[config.mk]
export PLATFORM = sky130hd
export DESIGN_NAME = i2c_slv_stretch
export DESIGN_NICKNAME = d
export VERILOG_FILES = /design/src/rtl/i2c_slv_pkg.sv /design/src/rtl/i2c_slv_sync.sv /design/src/rtl/i2c_slv_dreg.sv /design/src/rtl/i2c_slv_stretch.sv
export SDC_FILE = /design/constraint.sdc
export NUM_CORES = 1
export LEC_CHECK = 0
export ABC_AREA = 1
export BUFFER_PORTS_ARGS = -buffer_cell sky130_fd_sc_hd__buf_2
export CAP_MARGIN = 10
export CELL_PAD_IN_SITES_DETAIL_PLACEMENT = 0
export CELL_PAD_IN_SITES_GLOBAL_PLACEMENT = 2
export CORE_UTILIZATION = 34
export DETAILED_ROUTE_END_ITERATION = 10
export PLACE_DENSITY = 0.79
export SYNTH_ARGS = -nofsm -noshare
export SYNTH_HDL_FRONTEND = slang
export SYNTH_SLANG_ARGS = --single-unit
[constraint.sdc]
create_clock -name clk -period 2.25 [get_ports clk]
set_clock_uncertainty 0.2 [all_clocks]
set_input_delay 0.45 -clock clk [delete_from_list [all_inputs] [get_ports clk]]
set_output_delay 0.45 -clock clk [all_outputs]
set_load 0.01 [all_outputs]
[src/rtl/i2c_slv_pkg.sv]
package i2c_slv_pkg;

    localparam int ADDR_W = 7;
    localparam int BYTE_W = 8;
    localparam int CNT_W  = $clog2(BYTE_W + 1);

    typedef enum logic [3:0] {
        S_IDLE,
        S_ADDR,
        S_ADDR_ACK,
        S_RX_BITS,
        S_RX_HOLD,
        S_RX_ACK,
        S_TX_BITS,
        S_TX_HOLD,
        S_TX_MACK,
        S_IGNORE
    } slv_state_e;

endpackage

[src/rtl/i2c_slv_sync.sv]
module i2c_slv_sync #(
    parameter int STAGES = 2
) (
    input  logic clk,
    input  logic rst_n,
    input  logic scl_i,
    input  logic sda_i,
    output logic scl_s,
    output logic sda_s,
    output logic scl_rise,
    output logic scl_fall,
    output logic start_ev,
    output logic stop_ev
);
    logic [STAGES-1:0] scl_q;
    logic [STAGES-1:0] sda_q;
    logic              scl_p;
    logic              sda_p;

    // Synchronizer chain: one flop per stage, idle bus reads high.
    for (genvar g = 0; g < STAGES; g++) begin : g_stage
        if (g == 0) begin : g_first
            always_ff @(posedge clk or negedge rst_n) begin
                if (!rst_n) begin
                    scl_q[g] <= 1'b1;
                    sda_q[g] <= 1'b1;
                end else begin
                    scl_q[g] <= scl_i;
                    sda_q[g] <= sda_i;
                end
            end
        end else begin : g_next
            always_ff @(posedge clk or negedge rst_n) begin
                if (!rst_n) begin
                    scl_q[g] <= 1'b1;
                    sda_q[g] <= 1'b1;
                end else begin
                    scl_q[g] <= scl_q[g-1];
                    sda_q[g] <= sda_q[g-1];
                end
            end
        end
    end

    assign scl_s = scl_q[STAGES-1];
    assign sda_s = sda_q[STAGES-1];

    // Previous synchronized sample of each line, used for edge detection.
    always_ff @(posedge clk or negedge rst_n) begin
        if (!rst_n) begin
            scl_p <= 1'b1;
            sda_p <= 1'b1;
        end else begin
            scl_p <= scl_s;
            sda_p <= sda_s;
        end
    end

    assign scl_rise = scl_s & ~scl_p;
    assign scl_fall = ~scl_s & scl_p;
    // Start/stop need SCL high in both samples.
    assign start_ev = scl_s & scl_p & sda_p & ~sda_s;
    assign stop_ev  = scl_s & scl_p & ~sda_p & sda_s;

    // At most one bus event per cycle.
    assert_edge_excl_R2: assert property (@(posedge clk) disable iff (!rst_n)
        $onehot0({start_ev, stop_ev, scl_rise, scl_fall}));

endmodule

[src/rtl/i2c_slv_dreg.sv]
module i2c_slv_dreg
    import i2c_slv_pkg::*;
(
    input  logic              clk,
    input  logic              rst_n,
    input  logic              status_rd,
    input  logic              data_rd,
    input  logic              data_wr,
    input  logic [BYTE_W-1:0] wr_data,
    input  logic              clr_ovr,
    input  logic              clr_udr,
    input  logic              rx_load,
    input  logic [BYTE_W-1:0] rx_byte,
    input  logic              tx_take,
    input  logic              bf_set,
    input  logic              ovr_set,
    input  logic              udr_set,
    output logic [BYTE_W-1:0] rx_buf,
    output logic              rx_full,
    output logic [BYTE_W-1:0] tx_buf,
    output logic              tx_empty,
    output logic              bf,
    output logic              err_ovr,
    output logic              err_udr
);
    logic status_seen;
    logic bf_clear;

    assign bf_clear = bf & status_seen & (data_rd | data_wr);

    always_ff @(posedge clk or negedge rst_n) begin
        if (!rst_n) begin
            rx_buf      <= '0;
            rx_full     <= 1'b0;
            tx_buf      <= '0;
            tx_empty    <= 1'b1;
            bf          <= 1'b0;
            status_seen <= 1'b0;
            err_ovr     <= 1'b0;
            err_udr     <= 1'b0;
        end else begin
            if (rx_load) begin
                rx_buf  <= rx_byte;
                rx_full <= 1'b1;
            end else if (data_rd) begin
                rx_full <= 1'b0;
            end

            if (data_wr) begin
                tx_buf   <= wr_data;
                tx_empty <= 1'b0;
            end else if (tx_take) begin
                tx_empty <= 1'b1;
            end

            if (bf_set) begin
                bf <= 1'b1;
            end else if (bf_clear) begin
                bf <= 1'b0;
            end

            if (bf_set || bf_clear) begin
                status_seen <= 1'b0;
            end else if (status_rd && bf) begin
                status_seen <= 1'b1;
            end

            if (ovr_set) begin
                err_ovr <= 1'b1;
            end else if (clr_ovr) begin
                err_ovr <= 1'b0;
            end

            if (udr_set) begin
                err_udr <= 1'b1;
            end else if (clr_udr) begin
                err_udr <= 1'b0;
            end
        end
    end

    assert_bf_needs_status_R10: assert property (@(posedge clk) disable iff (!rst_n)
        $fell(bf) |-> $past(status_seen));

    assert_ovr_keeps_rx_R8: assert property (@(posedge clk) disable iff (!rst_n)
        ovr_set |=> $stable(rx_buf));

    assert_wr_fills_tx_R12: assert property (@(posedge clk) disable iff (!rst_n)
        data_wr |=> !tx_empty);

endmodule

[src/rtl/i2c_slv_stretch.sv]
module i2c_slv_stretch
    import i2c_slv_pkg::*;
#(
    parameter int SYNC_STAGES = 2
) (
    input  logic              clk,
    input  logic              rst_n,
    input  logic [ADDR_W-1:0] cfg_own_addr,
    input  logic              cfg_stretch_en,
    input  logic              scl_i,
    input  logic              sda_i,
    output logic              scl_oe,
    output logic              sda_oe,
    input  logic              host_status_rd,
    input  logic              host_data_rd,
    input  logic              host_data_wr,
    input  logic [BYTE_W-1:0] host_wr_data,
    input  logic              host_clr_ovr,
    input  logic              host_clr_udr,
    output logic [BYTE_W-1:0] host_rd_data,
    output logic              flag_rx_full,
    output logic              flag_tx_empty,
    output logic              flag_byte_done,
    output logic              flag_ovr,
    output logic              flag_udr,
    output logic              flag_addressed,
    output logic              flag_tx_mode
);
    localparam logic [CNT_W-1:0] CNT_LAST = CNT_W'(BYTE_W - 1);
    localparam logic [CNT_W-1:0] CNT_FULL = CNT_W'(BYTE_W);

    logic scl_s, sda_s, scl_rise, scl_fall, start_ev, stop_ev;

    slv_state_e        st, st_nx;
    logic [BYTE_W-1:0] sh, sh_nx;
    logic [BYTE_W-1:0] last_tx, last_nx;
    logic [CNT_W-1:0]  cnt, cnt_nx;
    logic              rw, rw_nx;
    logic              mack, mack_nx;
    logic              go_tx, go_rx;

    logic              rx_load, tx_take, bf_set, ovr_set, udr_set;
    logic [BYTE_W-1:0] tx_buf;

    i2c_slv_sync #(.STAGES(SYNC_STAGES)) u_sync (
        .clk      (clk),
        .rst_n    (rst_n),
        .scl_i    (scl_i),
        .sda_i    (sda_i),
        .scl_s    (scl_s),
        .sda_s    (sda_s),
        .scl_rise (scl_rise),
        .scl_fall (scl_fall),
        .start_ev (start_ev),
        .stop_ev  (stop_ev)
    );

    i2c_slv_dreg u_dreg (
        .clk       (clk),
        .rst_n     (rst_n),
        .status_rd (host_status_rd),
        .data_rd   (host_data_rd),
        .data_wr   (host_data_wr),
        .wr_data   (host_wr_data),
        .clr_ovr   (host_clr_ovr),
        .clr_udr   (host_clr_udr),
        .rx_load   (rx_load),
        .rx_byte   (sh),
        .tx_take   (tx_take),
        .bf_set    (bf_set),
        .ovr_set   (ovr_set),
        .udr_set   (udr_set),
        .rx_buf    (host_rd_data),
        .rx_full   (flag_rx_full),
        .tx_buf    (tx_buf),
        .tx_empty  (flag_tx_empty),
        .bf        (flag_byte_done),
        .err_ovr   (flag_ovr),
        .err_udr   (flag_udr)
    );

    // Next-state and datapath decisions.
    always_comb begin
        st_nx   = st;
        sh_nx   = sh;
        cnt_nx  = cnt;
        rw_nx   = rw;
        mack_nx = mack;
        last_nx = last_tx;
        go_tx   = 1'b0;
        go_rx   = 1'b0;
        rx_load = 1'b0;
        tx_take = 1'b0;
        bf_set  = 1'b0;
        ovr_set = 1'b0;
        udr_set = 1'b0;

        if (stop_ev) begin
            st_nx = S_IDLE;
        end else if (start_ev) begin
            st_nx  = S_ADDR;
            cnt_nx = '0;
        end else begin
            unique case (st)
                S_IDLE, S_IGNORE: begin
                end
                S_ADDR: begin
                    if (scl_rise) begin
                        sh_nx  = {sh[BYTE_W-2:0], sda_s};
                        cnt_nx = cnt + 1'b1;
                    end else if (scl_fall && cnt == CNT_FULL) begin
                        if (sh[BYTE_W-1:1] == cfg_own_addr) begin
                            st_nx  = S_ADDR_ACK;
                            rw_nx  = sh[0];
                            bf_set = 1'b1;
                        end else begin
                            st_nx = S_IGNORE;
                        end
                    end
                end
                S_ADDR_ACK: begin
                    if (scl_fall) begin
                        if (rw) begin
                            go_tx = 1'b1;
                        end else begin
                            st_nx  = S_RX_BITS;
                            cnt_nx = '0;
                        end
                    end
                end
                S_RX_BITS: begin
                    if (scl_rise) begin
                        sh_nx  = {sh[BYTE_W-2:0], sda_s};
                        cnt_nx = cnt + 1'b1;
                    end else if (scl_fall && cnt == CNT_FULL) begin
                        go_rx = 1'b1;
                    end
                end
                S_RX_HOLD: begin
                    go_rx = 1'b1;
                end
                S_RX_ACK: begin
                    if (scl_fall) begin
                        st_nx  = S_RX_BITS;
                        cnt_nx = '0;
                    end
                end
                S_TX_BITS: begin
                    if (scl_fall) begin
                        if (cnt == CNT_LAST) begin
                            st_nx = S_TX_MACK;
                        end else begin
                            sh_nx  = {sh[BYTE_W-2:0], 1'b0};
                            cnt_nx = cnt + 1'b1;
                        end
                    end
                end
                S_TX_HOLD: begin
                    go_tx = 1'b1;
                end
                S_TX_MACK: begin
                    if (scl_rise) begin
                        mack_nx = ~sda_s;
                    end else if (scl_fall) begin
                        if (mack) begin
                            bf_set = 1'b1;
                            go_tx  = 1'b1;
                        end else begin
                            st_nx = S_IGNORE;
                        end
                    end
                end
                default: st_nx = S_IDLE;
            endcase
        end

        // Receive byte boundary: deliver, hold SCL, or flag overrun.
        if (go_rx) begin
            if (!flag_rx_full) begin
                rx_load = 1'b1;
                bf_set  = 1'b1;
                st_nx   = S_RX_ACK;
            end else if (cfg_stretch_en) begin
                st_nx = S_RX_HOLD;
            end else begin
                ovr_set = 1'b1;
                st_nx   = S_RX_ACK;
            end
        end

        // Transmit byte boundary: load, hold SCL, or replay on underrun.
        if (go_tx) begin
            cnt_nx = '0;
            if (!flag_tx_empty) begin
                sh_nx   = tx_buf;
                last_nx = tx_buf;
                tx_take = 1'b1;
                st_nx   = S_TX_BITS;
            end else if (cfg_stretch_en) begin
                st_nx = S_TX_HOLD;
            end else begin
                sh_nx   = last_tx;
                udr_set = 1'b1;
                st_nx   = S_TX_BITS;
            end
        end
    end

    // State register.
    always_ff @(posedge clk or negedge rst_n) begin
        if (!rst_n) begin
            st      <= S_IDLE;
            sh      <= '0;
            last_tx <= '1;
            cnt     <= '0;
            rw      <= 1'b0;
            mack    <= 1'b0;
        end else begin
            st      <= st_nx;
            sh      <= sh_nx;
            last_tx <= last_nx;
            cnt     <= cnt_nx;
            rw      <= rw_nx;
            mack    <= mack_nx;
        end
    end

    // Outputs from state.
    always_comb begin
        scl_oe         = 1'b0;
        sda_oe         = 1'b0;
        flag_addressed = 1'b1;
        unique case (st)
            S_IDLE, S_ADDR, S_IGNORE: flag_addressed = 1'b0;
            S_ADDR_ACK, S_RX_ACK:     sda_oe = 1'b1;
            S_RX_HOLD, S_TX_HOLD:     scl_oe = 1'b1;
            S_TX_BITS:                sda_oe = ~sh[BYTE_W-1];
            S_RX_BITS, S_TX_MACK:     ;
            default:                  flag_addressed = 1'b0;
        endcase
        flag_tx_mode = flag_addressed & rw;
    end

    assert_hold_needs_enable_R6: assert property (@(posedge clk) disable iff (!rst_n)
        $rose(scl_oe) |-> cfg_stretch_en);

    assert_stop_releases_R2: assert property (@(posedge clk) disable iff (!rst_n)
        stop_ev |=> (!scl_oe && !sda_oe && !flag_addressed));

    assert_no_ack_on_miss_R3: assert property (@(posedge clk) disable iff (!rst_n)
        (st == S_ADDR && scl_fall && cnt == CNT_FULL && sh[BYTE_W-1:1] != cfg_own_addr && !start_ev && !stop_ev)
        |=> !sda_oe);

endmodule

== After elaboration in Yosys (flattened, before gate mapping) ==
Index checks and enable logic that the tools add are counted.

* Reduce and logical (&&, ||, !) cells: 21
* Mux-type cells: 84
* Bitwise gates (word level): 20
* Add/sub/neg operators: 1
* Eq/ne operators: 30

{| class="wikitable"
|+ Operators by type and width
! cell !! count
|-
| two-way mux 4 bit || 24
|-
| two-way mux 8 bit || 8
|-
| inequality test 6 bit (second input constant) || 10
|-
| two-way mux 1 bit || 45
|-
| case mux 4 bit (6 select lines) || 1
|-
| equality test 4 x 3 -> 1 bit (second input constant) || 5
|-
| inequality test 4 bit (second input constant) || 5
|-
| case mux 4 bit (4 select lines) || 1
|-
| case mux 8 bit (2 select lines) || 1
|-
| equality test 4 bit (second input constant) || 3
|-
| nonzero test 2 bit || 6
|-
| AND reduction 11 bit || 1
|-
| bitwise AND 1 bit || 10
|-
| NOT 1 bit || 9
|-
| equality test 4 x 2 -> 1 bit (second input constant) || 2
|-
| AND reduction 8 bit || 1
|-
| equality test 7 bit || 1
|-
| OR reduction 7 bit || 1
|-
| case mux 1 bit (2 select lines) || 3
|-
| AND reduction 6 bit || 1
|-
| nonzero test 6 bit || 1
|-
| OR reduction 2 bit || 3
|-
| inequality test 5 x 1 -> 1 bit (second input constant) || 1
|-
| OR reduction 5 bit || 1
|-
| 11 further kinds || 12
|}

* Logic and storage cells: 176
* Flip-flop bits (word level): 54
* Output and inout bits: 17
* Bits of input ports: 25

== Longest topological paths before layout ==
* Depth after elaboration: 12
* Gate-level depth with buffers: 12
* Depth with buffers taken out: 12

== By module ==
From an unflattened synthesis, not the netlist that was laid out.

* Cell total of the unflattened synthesis: 400
* Area, all modules: 3091.7 um^2

{| class="wikitable"
|+ By module, submodules not included
! module !! times used !! area an instance (um^2) !! cells each
|-
| i2c_slv_stretch || 1 || 2029.4 || 290
|-
| i2c_slv_dreg || 1 || 863.3 || 93
|-
| i2c_slv_sync || 1 || 198.9 || 17
|}

== Least setup slack after synthesis ==
OpenSTA, ideal clock, no wires.

* Kind: register to register
* Start: register u_sync.scl_p
* End: register u_dreg.rx_buf[6]
* Cell stages (with the launch flop): 10
* Arrival: 1.417 ns
* Setup time: 0.121 ns
* Path slack: 0.512 ns
* Data required time: 1.929 ns
* Cell sequence: dfstp_2 nand2_1 nor2_1 nand2_1 nand2_1 and2_2 nand2_4 buf_6 nand2_1 o21ai_1

* Longest elaborated chain between the ends: 8

{| class="wikitable"
|+ Ends and longest elaborated chain
! what !! line !! text
|-
| from (decl) || i2c_slv_sync.sv:17 || <nowiki>logic scl_p;</nowiki>
|-
| from (signal assigned) || i2c_slv_sync.sv:54 || <nowiki>scl_p <= scl_s;</nowiki>
|-
| bitwise AND 1 bit || i2c_slv_sync.sv:60 || <nowiki>assign scl_fall = ~scl_s & scl_p;</nowiki>
|-
| logical AND 1 bit || i2c_slv_stretch.sv:135 || <nowiki>end else if (scl_fall && cnt == CNT_FULL) begin</nowiki>
|-
| two-way mux 1 bit || i2c_slv_stretch.sv:135 ||
|-
| two-way mux 1 bit || i2c_slv_stretch.sv:132 || <nowiki>if (scl_rise) begin</nowiki>
|-
| case mux 1 bit (2 select lines) || i2c_slv_stretch.sv:104 || <nowiki>unique case (st)</nowiki>
|-
| two-way mux 1 bit || i2c_slv_stretch.sv:100 || <nowiki>end else if (start_ev) begin</nowiki>
|-
| two-way mux 1 bit * || i2c_slv_stretch.sv:98 || <nowiki>if (stop_ev) begin</nowiki>
|-
| two-way mux 1 bit * || i2c_slv_stretch.sv:178 || <nowiki>if (go_rx) begin</nowiki>
|-
| to (signal assigned) || i2c_slv_dreg.sv:43 || <nowiki>rx_buf <= rx_byte;</nowiki>
|-
| to (decl) || i2c_slv_dreg.sv:18 || <nowiki>output logic [BYTE_W-1:0] rx_buf,</nowiki>
|}

Mark *: on every way between the ends. The rest lies on a longest branch, timed or not.
A chain may end at the register's enable or synchronous reset.

== Worst setup path in the final report ==
* Start: register st[0]
* End: output port flag_tx_mode

* Longest elaborated chain between the ends: 4

{| class="wikitable"
|+ Ends and longest elaborated chain
! what !! line !! text
|-
| from (decl) || i2c_slv_stretch.sv:34 || <nowiki>slv_state_e st, st_nx;</nowiki>
|-
| from (signal assigned) || i2c_slv_stretch.sv:219 || <nowiki>st <= st_nx;</nowiki>
|-
| equality test 4 x 2 -> 1 bit, or another cell as far along || i2c_slv_stretch.sv:233 || <nowiki>unique case (st)</nowiki>
|-
| OR reduction 7 bit (no source line) * || n/a ||
|-
| two-way mux 1 bit * || i2c_slv_stretch.sv:233 ||
|-
| bitwise AND 1 bit * || i2c_slv_stretch.sv:241 || <nowiki>flag_tx_mode = flag_addressed & rw;</nowiki>
|-
| to (decl) || i2c_slv_stretch.sv:27 || <nowiki>output logic flag_tx_mode</nowiki>
|}

Marked as above.

==> metrics <==
# rows=32; post-place instance area=3140 um^2; RSZ-0062 raised after global routing=yes; Slew Viols, Final=0; HPWL after detailed placement=5050 um; final WL=6530 um; final worst setup slack=0.0923 ns; Post-Place Cells=476; syn nets=364; Reg clk slew, reported paths=0.11 ns; critical path arrival=1.51 ns; CTS sink count=54; worst path bufs/invs=3; final std cells w/o fill=488; Global Route Usage Sum=0.163; Min Hold Slack=0.0222 ns; largest net degree at the start of global routing=38; CP required=1.60 ns; Mapped Cells=337; commonest register cell after synthesis=dfrtp_1; residual DRC count=0; Yosys warning count=0; LEAKAGE=1.68 nW; H-tree Lvls=2; FILL cells=828; Avg Cell Area, Syn=8.42 um^2; final hold violation count=0; Crit path largest cell delay=0.49 ns; CP Max Fanout=7; number of global-route vias before repair=2099; R2R setup slack=0.21 ns; Root Driver=clkbuf_8; CP endpoint kind=output pin; # port buffers=41; Critical Path Stages=6; die height=93.3 um; share of layout cells above drive strength 1=0.298; slew margin rel.=0.681; Clock Latency Late Sink=0.32 ns; Critical-path top delay cell=dfrtp_2; sequential-to-total area share from yosys stat=0.483; Hold Crit Class=in2reg; Min-Delay Path Depth=1; Final nets=412; pwr dens=1160 nW/um^2; Final Setup Violations=0; Final Instance Area=3320 um^2; P&R area growth vs syn=17.1%; Via Count=2260; die area=8710 um^2; Via density=4.63; top cells by area, synth=dfrtp_1 (34%), dfstp_2 (14%), nand2_1 (13%); Starting Density=0.360; VDD IR max=0.369 mV; min Tclk post-route=2.16 ns; worst slew pin tran=0.476 ns; area share of the largest cell type after synthesis=0.344; n_diodes=0; RePlAce Congestion=0.826; fraction of registers with async set/reset=1.00; Post-synth EDFFs=0; DIE WIDTH=93.3 um; I/O pin cnt=42; post-route ant nets=0; iteration count of the initial detailed-routing pass=4; CTS tree=yes; first-pass GRT wire length=10800 um; kind of critical path=reg2out; Post-Syn Area=2840 um^2; Tot Pwr=3.86 mW; CP cell instances=buf_4 > nand2_1 > nor2_2 > inv_1 > a31oi_1 > buf_2; Register-to-Register Path Depth=10; Max Root-Sink Buffers=2; final worst-path cycle share=0.959; Detailed Route Iter0 Violations=101; delay-heaviest family, CP=flip-flops; Cell variety after synth=34; Place WS=0.158 ns; Seq cells post-synth=54; Max Clk Rate=0.463 GHz; Overflow after GRT=0; Num CTS Buffers=5; Startpoint Class=flop; Max Cap Viol=0; cell taking the most area after synthesis=dfrtp_1; routed length per instance=13.4 um; antenna violations before repair=0; status=finished, final reports clean; area of the core=7890 um^2
## logic make-up after synthesis
| family | count (synthesis) | share of synthesized area |
|---|---|---|
| XOR/XNOR | 3 | 0.00927 |
| AO/OA/AOI/OAI | 52 | 0.122 |
| multiplexers | 8 | 0.0318 |
| AND/OR/NAND/NOR | 160 | 0.257 |
| flip-flops | 54 | 0.483 |
| buffers and inverters | 58 | 0.0878 |
| adder cells (fa/ha/maj) | 2 | 0.00882 |
## report_power, final
part / total, mW / internal (mW) / switching (mW)
Combinational: 1.59 / 0.601 / 0.985
Sequential: 1.57 / 1.34 / 0.234
Clock: 0.703 / 0.340 / 0.363
Total: 3.86 / 2.28 / 1.58
## cells in the final DEF, fill, tap and decap left out, types with 5 or more instances in the layout
| cell type | Yosys | layout |
|---|---|---|
| nand2_1 | 96 | 94 |
| o21ai_1 | 14 | 14 |
| buf_2 | 0 | 41 |
| o21ai_0 | 22 | 21 |
| o211ai_2 | 8 | 8 |
| nor2_4 | 3 | 5 |
| nand3_1 | 22 | 22 |
| nor2_1 | 26 | 23 |
| nand2_2 | 3 | 5 |
| mux2_2 | 8 | 8 |
| dfrtp_1 | 39 | 36 |
| inv_1 | 49 | 47 |
| inv_2 | 3 | 5 |
| dfstp_2 | 15 | 15 |
| clkbuf_8 | 0 | 5 |
## per-layer routing
layer / up-vias / global-route usage / part of all wire
li1: 1164 / - / -
met1: 1037 / 0.255 / 0.55
met2: 53 / 0.227 / 0.40
met3: 6 / 0.0285 / 0.039
met4: 0 / 0.0462 / 0.012
met5: - / 0 / 0
## path summary, 6_finish.rpt
kind	from	end
max	st[0]$_DFFE_PN0P_	flag_tx_mode
min	sda_i	u_sync.sda_q[0]$_DFF_PN1_
max reg2reg	cnt[0]$_DFFE_PN0P_	u_dreg.status_seen$_DFFE_PN0P_
min reg2reg	u_sync.sda_q[0]$_DFF_PN1_	u_sync.sda_s$_DFF_PN1_
max in group asynchronous	rst_n	u_sync.scl_p$_DFF_PN1_
min in group asynchronous	rst_n	u_dreg.err_ovr$_DFFE_PN0P_
## sequential cells by signal (all words and copies together), names as in the netlist, 4 cells and up
signal	count
cnt	4
last_tx	8
sh	8
st	4
u_dreg.rx_buf	8
u_dreg.tx_buf	8
## synthesized netlist by cell type, types with 2 or more instances
library cell and number:
nor2_4 3, nand3_1 22, o21ai_0 22, o22ai_1 2, nor2_1 26, ha_1 2
mux2_2 8, o211ai_2 8, dfstp_2 15, nand2_2 3, buf_6 4, inv_2 3
xor2_1 2, nand2_1 96, inv_1 49, o21ai_1 14, dfrtp_1 39, nand2_4 3
## layout make-up
cell class / count / area [um^2] / share of cell area
inverters: 53 / 200 / 0.0603
well taps: 102 / 128 / 0.0384
multi-input cells: 225 / 1240 / 0.375
clock inverters: 3 / 48.8 / 0.0147
clock buffers: 5 / 68.8 / 0.0207
flip-flops and latches: 54 / 1370 / 0.414
repair buffers: 46 / 258 / 0.0776
## what timing repair did
| action | 4_1_cts | 5_1_grt |
|---|---|---|
| gates resized for setup | 4 | 10 |
| hold buffers | 1 | 0 |
| buffers inserted | 1 | 2 |
| endpoints found under the hold margin | 17 | 0 |
| endpoints found under the setup margin | 2 | 4 |
| pin swaps | 0 | 1 |
## per-stage QoR
stage | setup TNS, ns | util
2_1_floorplan | 0 | -
4_1_cts | 0 | 0.417
6_report | 0 | 0.421
3_5_place_dp | 0 | 0.398
3_3_place_gp | 0 | 0.398
5_1_grt | -0.0228 | 0.421
Note: power is estimated with default switching activity, not from simulation.
